<file path="config.mk">
export PLATFORM = sky130hd
export DESIGN_NAME = tri_timer
export DESIGN_NICKNAME = d
export VERILOG_FILES = /design/src/rtl/tri_timer.sv
export SDC_FILE = /design/constraint.sdc
export NUM_CORES = 1
export LEC_CHECK = 0
export BUFFER_PORTS_ARGS = -buffer_cell sky130_fd_sc_hd__buf_4
export CAP_MARGIN = 10
export CORE_MARGIN = 2
export CORE_UTILIZATION = 35
export DETAILED_ROUTE_END_ITERATION = 10
export PLACE_DENSITY = 0.54
export SKIP_CTS_REPAIR_TIMING = 1
export SYNTH_ARGS = -nofsm -noshare
export SYNTH_HDL_FRONTEND = slang
export SYNTH_SLANG_ARGS = --single-unit
</file>
<file path="constraint.sdc">
create_clock -name clk -period 4.7 [get_ports clk]
set_input_delay 0.235 -clock clk [delete_from_list [all_inputs] [get_ports clk]]
set_output_delay 0.235 -clock clk [all_outputs]
set_load 0.02 [all_outputs]
</file>
<file path="src/rtl/tri_timer.sv">
module tri_timer #(
  parameter int W  = 16,
  parameter int AW = 8
) (
  input  logic          clk,
  input  logic          rst_n,
  input  logic          wr_en,
  input  logic          rd_en,
  input  logic [AW-1:0] addr,
  input  logic [W-1:0]  wdata,
  output logic [W-1:0]  rdata,
  output logic [2:0]    irq
);
  localparam int NCH = 3;
  localparam int PW  = 17;

  logic [4:0]   clk_ctl [NCH];
  logic [5:0]   cnt_ctl [NCH];
  logic [W-1:0] cnt     [NCH];
  logic [W-1:0] intv    [NCH];
  logic [W-1:0] mtch    [NCH][3];
  logic [4:0]   sts     [NCH];
  logic [4:0]   ier     [NCH];
  logic [PW-1:0] pcnt   [NCH];

  logic [PW-1:0] mask [NCH];
  logic [W-1:0]  nxt  [NCH];
  logic [4:0]    ev   [NCH];
  logic [NCH-1:0] tick, rst_w, rd_clr;

  wire [4:0] idx  = addr[6:2];
  wire       ok   = (addr[1:0] == 2'b00) && (addr < AW'(108));
  wire [3:0] kind = 4'(idx / 5'd3);
  wire [1:0] chn  = 2'(idx % 5'd3);
  wire       wr_ok = wr_en && ok;

  always_comb begin
    for (int c = 0; c < NCH; c++) begin
      logic hit_i, hit_o;
      mask[c]   = clk_ctl[c][0] ? ((PW'(2) << clk_ctl[c][4:1]) - PW'(1)) : '0;
      tick[c]   = !cnt_ctl[c][0] && ((pcnt[c] & mask[c]) == mask[c]);
      hit_i     = cnt_ctl[c][1] && (cnt[c] == intv[c]);
      hit_o     = !hit_i && (cnt[c] == '1);
      nxt[c]    = (hit_i || hit_o) ? '0 : cnt[c] + W'(1);
      rst_w[c]  = wr_ok && kind == 4'd1 && chn == 2'(c) && wdata[4];
      rd_clr[c] = rd_en && ok && kind == 4'd7 && chn == 2'(c);
      ev[c] = '0;
      if (tick[c] && !rst_w[c]) begin
        ev[c][0] = hit_i;
        ev[c][4] = hit_o;
        for (int k = 0; k < 3; k++)
          ev[c][k+1] = cnt_ctl[c][3] && (nxt[c] == mtch[c][k]);
      end
      irq[c] = |(sts[c] & ier[c]);
    end
  end

  always_comb begin
    rdata = '0;
    if (ok) begin
      case (kind)
        4'd0: rdata = W'(clk_ctl[chn]);
        4'd1: rdata = W'(cnt_ctl[chn]);
        4'd2: rdata = cnt[chn];
        4'd3: rdata = intv[chn];
        4'd4: rdata = mtch[chn][0];
        4'd5: rdata = mtch[chn][1];
        4'd6: rdata = mtch[chn][2];
        4'd7: rdata = W'(sts[chn]);
        4'd8: rdata = W'(ier[chn]);
        default: rdata = '0;
      endcase
    end
  end

  always_ff @(posedge clk) begin
    for (int c = 0; c < NCH; c++) begin
      if (!rst_n) begin
        clk_ctl[c] <= '0;
        cnt_ctl[c] <= 6'h01;
        cnt[c]     <= '0;
        intv[c]    <= '0;
        sts[c]     <= '0;
        ier[c]     <= '0;
        pcnt[c]    <= '0;
        for (int k = 0; k < 3; k++) mtch[c][k] <= '0;
      end else begin
        if (rst_w[c]) begin
          cnt[c]  <= '0;
          pcnt[c] <= '0;
        end else if (!cnt_ctl[c][0]) begin
          pcnt[c] <= pcnt[c] + PW'(1);
          if (tick[c]) cnt[c] <= nxt[c];
        end
        sts[c] <= (rd_clr[c] ? 5'd0 : sts[c]) | ev[c];
        if (wr_ok && chn == 2'(c)) begin
          case (kind)
            4'd0: clk_ctl[c] <= wdata[4:0];
            4'd1: cnt_ctl[c] <= wdata[5:0] & 6'b101111;
            4'd3: intv[c]    <= wdata;
            4'd4: mtch[c][0] <= wdata;
            4'd5: mtch[c][1] <= wdata;
            4'd6: mtch[c][2] <= wdata;
            4'd8: ier[c]     <= wdata[4:0];
            default: ;
          endcase
        end
      end
    end
  end
endmodule

</file>
==> impl_metrics.ini, run 1 <==
[run_status]
outcome = finished clean

[critical_path]
required_ns = 4.47
path_class = primary input to primary output
crit_arrival_ns = 4.30
r2r-start = cnt[0][3]
rrSetupSlack_ns = 0.62
slowest_stage = or4b_4
cpMostUsedCell = buf_4
r2r_cells = 12
crit_fanout = 16
cpPeakStageDelay_ns = 0.52
path_cells = buf_4 -> ha_1 -> buf_4 -> nor2_1 -> o32ai_1 -> nor2_1 -> inv_1 -> ha_1 -> o31a_1 -> a2111oi_4 -> a21oi_1 -> or4b_4 -> and2_4 -> buf_4 -> mux2i_1 -> a21oi_1 -> nor4_1 -> a21oi_1 -> buf_4
start_kind = primary input
crit_path_end = rdata[5]
cp-end-kind = primary output
rr_endpoint = sts[0][3]
cp-startpoint = addr[6]

[cts]
cts.sinks = 348
cts_tree = built
clk_pin_slew_worst_paths_ns = 0.06
cts_buffer_depth = 3
h-tree-depth = 2
clk_latency_ns = 0.60
cts_inserted_buffers = 43
root_buffer = clkbuf_16

[floorplanning]
dieWidth_microns = 255
io_pins = 47
rows = 92
dieHeight_microns = 255
core_area_sq_mm = 0.0627
start_util_pct = 35.2
die-area_sq_mm = 0.0652

[route]
wl_per_cell_microns = 27.3
firstDrtPassIters = 6
drc = 0
drtIter0Drc = 2421
via_per_inst = 5.95
via_count = 19686
antenna_left = 0
drt-total-wl_microns = 90100

[synthesis]
synthDistinctLibCells = 73
syn_area_sq_mm = 0.0221
synth_warnings = 0
synth_area_leaders = edfxtp_1, and2_1, xor2_1
synth_enable_flop_cells = 333
synth_top_area_share_pct = 45.2
synth_flop_cell = edfxtp_1
syn_inst = 2367
async_flop_share_pct = 0
yosysSeqAreaShare_pct = 46.6
syn-num-nets = 2407
ys_ff_latch = 348
syn_avg_cell_area_sq_um = 9.34
yosysTopAreaCell = edfxtp_1

[timing]
hold_viol = 0
finalSetupViolCount = 0
skew_ns = 0.0256
drv_slew = 0
worst_slack_ns = 0.169
slew_headroom_pct = 28.2
holdWs_ns = 0.0813
period_share_pct = 96.4
min_period_ns = 4.53
tightestPinTransition_ns = 1.07
grt_setup_unrepaired = no
max_freq_mhz = 221

[global_routing]
grt_pass1_vias = 18285
grt_max_degree = 65
overflow = 0
grtUsageTotal_pct = 26.6
grt_pass1_wl_microns = 127000
antenna_found_initial = 3

[cells_and_area]
multi_input_area_sq_mm = 0.0113
area_growth_pct = 16.6
n_fill_cell = 6129
drive_gt1_share_pct = 12.1
final_cell_mix = edfxtp_1, nor2_1, nand2_1, and2_1, buf_4
layout.nets = 2466
regArea_sq_mm = 0.0103
n_antenna_cell = 0
final_common_cell = edfxtp_1
postLayoutCellArea_sq_mm = 0.0258

[worst_hold_path]
hold_path_class = primary input to flip-flop

[pwr]
p_leak_nw = 8.83
power_density_mw_per_mm2 = 357
peakVddDrop_v = 0.000245

[job]
maxCapViolations = 0

[place]
hpwl_microns = 67900
place_ws_ns = -0.0445
gp_congestion = 0.990
portBuffers = 46
dpl_cell_area_sq_mm = 0.0239
cells by family (layout without fill, tap and decap cells):
kind of cell	count (synthesis)	in the layout	synth area share, %
compound gates	495	496	14.3
xor+xnor	240	240	9.51
fa+ha+maj	12	12	0.679
mux	37	37	1.69
buf+inv	195	287	3.57
simple gates	1040	1041	23.7
flops	348	348	46.6
Yosys cell counts, types with 39 or more instances:
cell type,n
a21oi_1,120
xor2_1,128
nand3_1,66
clkbuf_1,129
and2_1,211
nor2_1,256
o21ai_0,124
a31oi_1,87
nand2_1,254
nor3_1,56
inv_1,39
xnor2_1,112
edfxtp_1,333
where the power goes:
group | internal, mW | switching (mW) | leakage [nW]
registers | 3.57 | 0.286 | 3.42
logic | 0.547 | 1.02 | 4.65
clock network | 2.31 | 1.46 | 0.768
total | 6.43 | 2.76 | 8.83
critical path: cells and delay by family:
kind / cells / cell delay, ns
and+or+nand+nor: 5 / 1.33
buffers and inverters: 5 / 0.79
AOI/OAI and AO/OA: 6 / 1.13
muxes: 1 / 0.37
adders and majority gates: 2 / 0.43
sequential cells by signal, indices dropped and copies added (netlist names):
signal   flops
sts         15
mtch       144
cnt_ctl     15
ier         15
pcnt        48
cnt         48
intv        48
clk_ctl     15
per-stage QoR:
step                      setup TNS (ns)  total power, mW  std cells  util, %
after detailed placement         -0.0628             5.35       3218     38.1
after CTS                        -0.0757             9.11       3298     40.6
after floorplan                   -25.85             4.68       2367        -
final                                  0             9.19       3307     41.1
after global placement           -0.0539             5.35       3217     38.1
after global routing                   0             9.46       3307     41.1
layer usage:
metal | track usage [%] | share of wire (%)
met2 | 42.2 | 45
met1 | 36.6 | 42
met3 | 3.68 | 8.2
met4 | 10.5 | 4.2
met5 | 0 | 0
cell type report:
| type | count | share of cell area [%] |
|---|---|---|
| Multi-Input combinational cell | 1826 | 43.7 |
| Sequential cell | 348 | 40.0 |
| Timing Repair Buffer | 168 | 5.50 |
| Clock buffer | 47 | 4.40 |
| Tap cell | 846 | 4.11 |
| Clock inverter | 33 | 1.77 |
| Inverter | 39 | 0.568 |
how the worst min path moves through the flow:
stage	startpoint	to	depth (start not counted)
3_3_place_gp	sts[1][0]	sts[1][0]	2
2_1_floorplan	wdata[0]	cnt_ctl[2][0]	1
6_report	wdata[12]	mtch[2][12]	2
3_5_place_dp	sts[1][0]	sts[1][0]	2
5_1_grt	wdata[12]	mtch[2][28]	2
4_1_cts	wdata[12]	mtch[2][12]	2
(Power assumes the default switching activity.)
==> run 2: changes to the inputs <==
CORE_UTILIZATION = 55   (was 35)
PLACE_DENSITY = 0.77   (was 0.54)
==> impl_metrics.ini, run 2 (synthesized netlist as in run 1, its figures left out) <==
[cells_and_area]
n_fill_cell = 3331
layout.nets = 2461
final_cell_mix = edfxtp_1, nor2_1, nand2_1, and2_1, buf_4
final_cell_count_no_fill = 2975
largest_register = mtch
postLayoutCellArea_sq_mm = 0.0249
drive_gt1_share_pct = 10.4
multi_input_area_sq_mm = 0.0111
area_growth_pct = 12.8
largest_register_ffs = 144
final_common_cell = edfxtp_1
n_antenna_cell = 0
regArea_sq_mm = 0.0103

[pwr]
switching_power_mw = 2.56
sequentialPowerShare_pct = 45.1
p_leak_nw = 8.70
power.total_mw = 8.54
p_comb_share_pct = 17.3
internal-power_mw = 5.98
p_sw_share_pct = 30.0
power_density_mw_per_mm2 = 343
peakVddDrop_v = 0.000313
p_clk_share_pct = 37.6

[route]
drtIter0Drc = 2732
via_per_inst = 6.62
drc = 0
via_count = 19701
wl_per_cell_microns = 28.2
drt-total-wl_microns = 83900
firstDrtPassIters = 8
antenna_left = 0

[floorplanning]
dieHeight_microns = 204
io_pins = 47
core_area_sq_mm = 0.0397
die-area_sq_mm = 0.0418
dieWidth_microns = 204
rows = 73
start_util_pct = 55.6

[critical_path]
r2r_cells = 12
cp-end-kind = primary output
path_cells = buf_4 -> ha_1 -> or3b_2 -> o32ai_1 -> nor2_1 -> inv_1 -> ha_1 -> nor2b_1 -> o311a_1 -> a2111oi_4 -> nand3_1 -> a211oi_1 -> o21ba_4 -> o21ai_0 -> buf_4 -> a31oi_1 -> nor4_1 -> a31oi_1 -> buf_4
cpPeakStageDelay_ns = 0.45
crit_arrival_ns = 4.30
cpMostUsedCell = buf_4
start_kind = primary input
required_ns = 4.47
crit_fanout = 22
path_class = primary input to primary output
slowest_stage = or3b_2

[cts]
cts_tree = built
clk_pin_slew_worst_paths_ns = 0.06
cts_buffer_depth = 3
cts_inserted_buffers = 41
root_buffer = clkbuf_16
h-tree-depth = 2
clk_latency_ns = 0.58
cts.sinks = 348

[global_routing]
grtUsageTotal_pct = 39.9
overflow = 0
antenna_found_initial = 2
grt_pass1_vias = 18325
grt_pass1_wl_microns = 120000
grt_max_degree = 48

[run_status]
outcome = finished clean

[timing]
tightestPinTransition_ns = 1.16
grt_setup_unrepaired = no
hold_viol = 0
max_freq_mhz = 221
skew_ns = 0.0226
period_share_pct = 96.4
finalSetupViolCount = 0
tns_ns = 0
slew_headroom_pct = 22.3
drv_slew = 0
min_period_ns = 4.53
worst_slack_ns = 0.167

[place]
dp.cells = 2901
dpl_cell_area_sq_mm = 0.0235
hpwl_microns = 63400
place_ws_ns = 0.0624
gp_congestion = 1.03
portBuffers = 46

[worst_hold_path]
hold_depth = 2
hold_path_class = primary input to flip-flop

[job]
maxCapViolations = 0
run 2: cell types whose count changed in the layout (fill, tap and decap cells not counted), moves of 4 or more:
cell        before  now
clkbuf_1         2    6
a31oi_1         83   87
mux2i_2          5    0
clkinvlp_4       5    1
a311oi_1        17   25
clkinv_1         4    8
a31oi_2          5    1
bufinv_16       10    4
mux2i_1         30   35
a311oi_2         6    0
run 2: worst max-delay path: cells and delay by family:
kind,cells,cell delay (ns)
and+or+nand+nor,5,1.18
AOI/OAI and AO/OA,8,1.84
buffers and inverters,4,0.61
adders and majority gates,2,0.43
run 2: metal layers:
| metal | track usage, % | vias to the layer above | wire (microns) |
|---|---|---|---|
| li1 | - | 8735 | - |
| met1 | 52.8 | 9518 | 32200 |
| met2 | 62.4 | 1216 | 37600 |
| met3 | 7.37 | 228 | 8860 |
| met4 | 21.8 | 4 | 5210 |
| met5 | 0 | - | 28 |
run 2: stage by stage:
stage	hold slack [ns]	util [%]
final	0.0744	62.7
after global routing	0.0855	62.7
after CTS	0.0645	62.6
after detailed placement	0.486	59.3
after global placement	0.479	59.3
after floorplan	0.413	-
run 2: power groups by stage:
stage | sequential (mW) | clock [mW] | combinational [mW]
after global placement | 3.90 | 0 | 1.39
after floorplan | 3.74 | 0 | 0.945
after detailed placement | 3.90 | 0 | 1.41
after global routing | 3.86 | 3.33 | 1.57
after CTS | 3.84 | 3.22 | 1.41
final | 3.85 | 3.21 | 1.48
run 2: area by class of cell:
type	instances	share of cell area, %
clock buffer	49	4.41
clock inverter	23	0.878
inverter	39	0.587
tap	525	2.64
timing repair buffer	167	5.73
multi-input combinational	1824	44.4
sequential	348	41.3
run 2: final timing paths:
kind	slack (ns)	start	endpoint
setup reg to reg	0.48	cnt[0][0]	sts[0][1]
hold / removal	0.07	wdata[12]	mtch[2][44]
setup / recovery	0.17	addr[6]	rdata[3]
hold reg to reg	0.50	sts[1][0]	sts[1][0]
==> run 3: changes to the inputs <==
ABC_AREA = 1   (was default)
CTS_BUF_LIST = sky130_fd_sc_hd__clkbuf_16   (was default)
==> impl_metrics.ini, run 3 <==
[run_status]
outcome = finished clean

[cells_and_area]
largest_register_ffs = 144
n_antenna_cell = 0
layout.nets = 2745
multi_input_area_sq_mm = 0.00959
drive_gt1_share_pct = 7.79
postLayoutCellArea_sq_mm = 0.0234
area_growth_pct = 9.13
regArea_sq_mm = 0.0103
n_fill_cell = 3522
largest_register = mtch
final_common_cell = nand2_1
final_cell_mix = nand2_1, nor2_1, edfxtp_1, inv_1, nand3_1

[job]
maxCapViolations = 0

[place]
portBuffers = 46
dpl_cell_area_sq_mm = 0.0222
gp_congestion = 1.01
place_ws_ns = 0.565
hpwl_microns = 55700

[cts]
cts_buffer_depth = 3
clk_pin_slew_worst_paths_ns = 0.06
h-tree-depth = 2
root_buffer = clkbuf_16
clk_latency_ns = 0.58
cts.sinks = 348
cts_tree = built
cts_inserted_buffers = 39

[critical_path]
path_class = primary input to primary output
slowest_stage = buf_4
required_ns = 4.47
crit_fanout = 33
cpPeakStageDelay_ns = 0.43
crit_arrival_ns = 3.90
start_kind = primary input
cp-end-kind = primary output

[synthesis]
synth_area_leaders = edfxtp_1, nand2_1, nor2_1
yosysSeqAreaShare_pct = 48.1
synth.most_common_cell = nand2_1
synth_enable_flop_cells = 333
synthDistinctLibCells = 57
synth_top_area_share_pct = 46.7
synth_flop_cell = edfxtp_1
async_flop_share_pct = 0
syn_inst = 2680
synthTopCellsByCount = nand2_1, nor2_1, edfxtp_1, inv_1, nand3_1
ys_ff_latch = 348
yosysTopAreaCell = edfxtp_1
syn_area_sq_mm = 0.0214
syn_avg_cell_area_sq_um = 7.99
synth_warnings = 0
syn-num-nets = 2720

[timing]
holdWs_ns = 0.217
finalSetupViolCount = 0
grt_setup_unrepaired = no
max_freq_mhz = 242
worst_slack_ns = 0.562
skew_ns = 0.0329
tns_ns = 0
tightestPinTransition_ns = 1.19
period_share_pct = 88.1
slew_headroom_pct = 20.8
drv_slew = 0
hold_viol = 0
min_period_ns = 4.14

[global_routing]
grt_pass1_wl_microns = 110000
grt_max_degree = 55
overflow = 0
grtUsageTotal_pct = 36.5
grt_pass1_vias = 18669
antenna_found_initial = 0

[route]
antenna_left = 0
firstDrtPassIters = 6
wl_per_cell_microns = 22.8
drtIter0Drc = 2253
drc = 0
drt-total-wl_microns = 74200
via_count = 19261
via_per_inst = 5.92

[worst_hold_path]
hold_path_class = primary input to flip-flop

[floorplanning]
core_area_sq_mm = 0.0386
start_util_pct = 55.6
rows = 72
die-area_sq_mm = 0.0405
dieHeight_microns = 201
io_pins = 47
dieWidth_microns = 201

[pwr]
p_leak_nw = 9.56
peakVddDrop_v = 0.000255
power_density_mw_per_mm2 = 348
power.total_mw = 8.15
[run 3: cell types whose count changed after synthesis, moves of 35 or more]
cell | before | now
nor4b_1 | 36 | 0
a31oi_1 | 87 | 7
a21oi_1 | 120 | 56
nand2_1 | 254 | 601
clkbuf_1 | 129 | 43
and2_1 | 211 | 1
nor2_1 | 256 | 556
xnor2_1 | 112 | 60
o21ai_0 | 124 | 84
nand3_1 | 66 | 201
o32ai_1 | 36 | 0
inv_1 | 39 | 259
mux2i_1 | 35 | 0
[run 3: worst paths after layout]
kind	start	end	slack, ns	cells after the start
max	addr[6]	rdata[5]	0.56	27
min	wdata[6]	mtch[0][38]	0.22	3
max reg2reg	clk_ctl[0][4]	cnt[0][7]	0.69	12
min reg2reg	sts[2][0]	sts[2][0]	0.50	2
[run 3: through the flow]
step           cells  utilization [%]
2_1_floorplan   2680                -
3_3_place_gp    3182             57.7
3_5_place_dp    3182             57.7
4_1_cts         3253             60.6
5_1_grt         3253             60.6
6_report        3253             60.6
[run 3: logic make-up (layout without fill, tap and decap cells)]
kind of cell	after synthesis	in the layout	share of synthesized area [%]
AO/OA/AOI/OAI	222	222	6.10
XOR/XNOR	170	170	6.95
adder cells (fa/ha/maj)	12	12	0.701
buffers and inverters	376	431	7.17
flip-flops	348	348	48.1
multiplexers	1	1	0.0642
AND/OR/NAND/NOR	1551	1551	30.9
[run 3: cell type report]
class	count	area share, %
Clock buffer	40	4.28
Clock inverter	31	0.642
Inverter	279	4.48
Multi-Input combinational cell	1956	41.0
Sequential cell	348	44.1
Tap cell	518	2.77
Timing Repair Buffer	81	2.76
[run 3: power breakdown]
part,internal (mW),switching [mW],leakage (nW)
clock network,1.55,1.29,0.605
registers,3.57,0.182,3.41
logic,0.450,1.11,5.55
total,5.56,2.58,9.56
[run 3: metal layers]
metal  part of all wire (%)  global-route usage (%)
met1                     36                    43.8
met2                     48                    60.9
met3                    8.8                    5.57
met4                    7.8                    24.4
met5                      0                       0
[run 3: critical path, delay by kind of cell]
family | cells | cell delay (ns)
AO/OA/AOI/OAI | 1 | 0.31
adder cells (fa/ha/maj) | 2 | 0.47
buffers and inverters | 8 | 1.25
AND/OR/NAND/NOR | 16 | 1.63
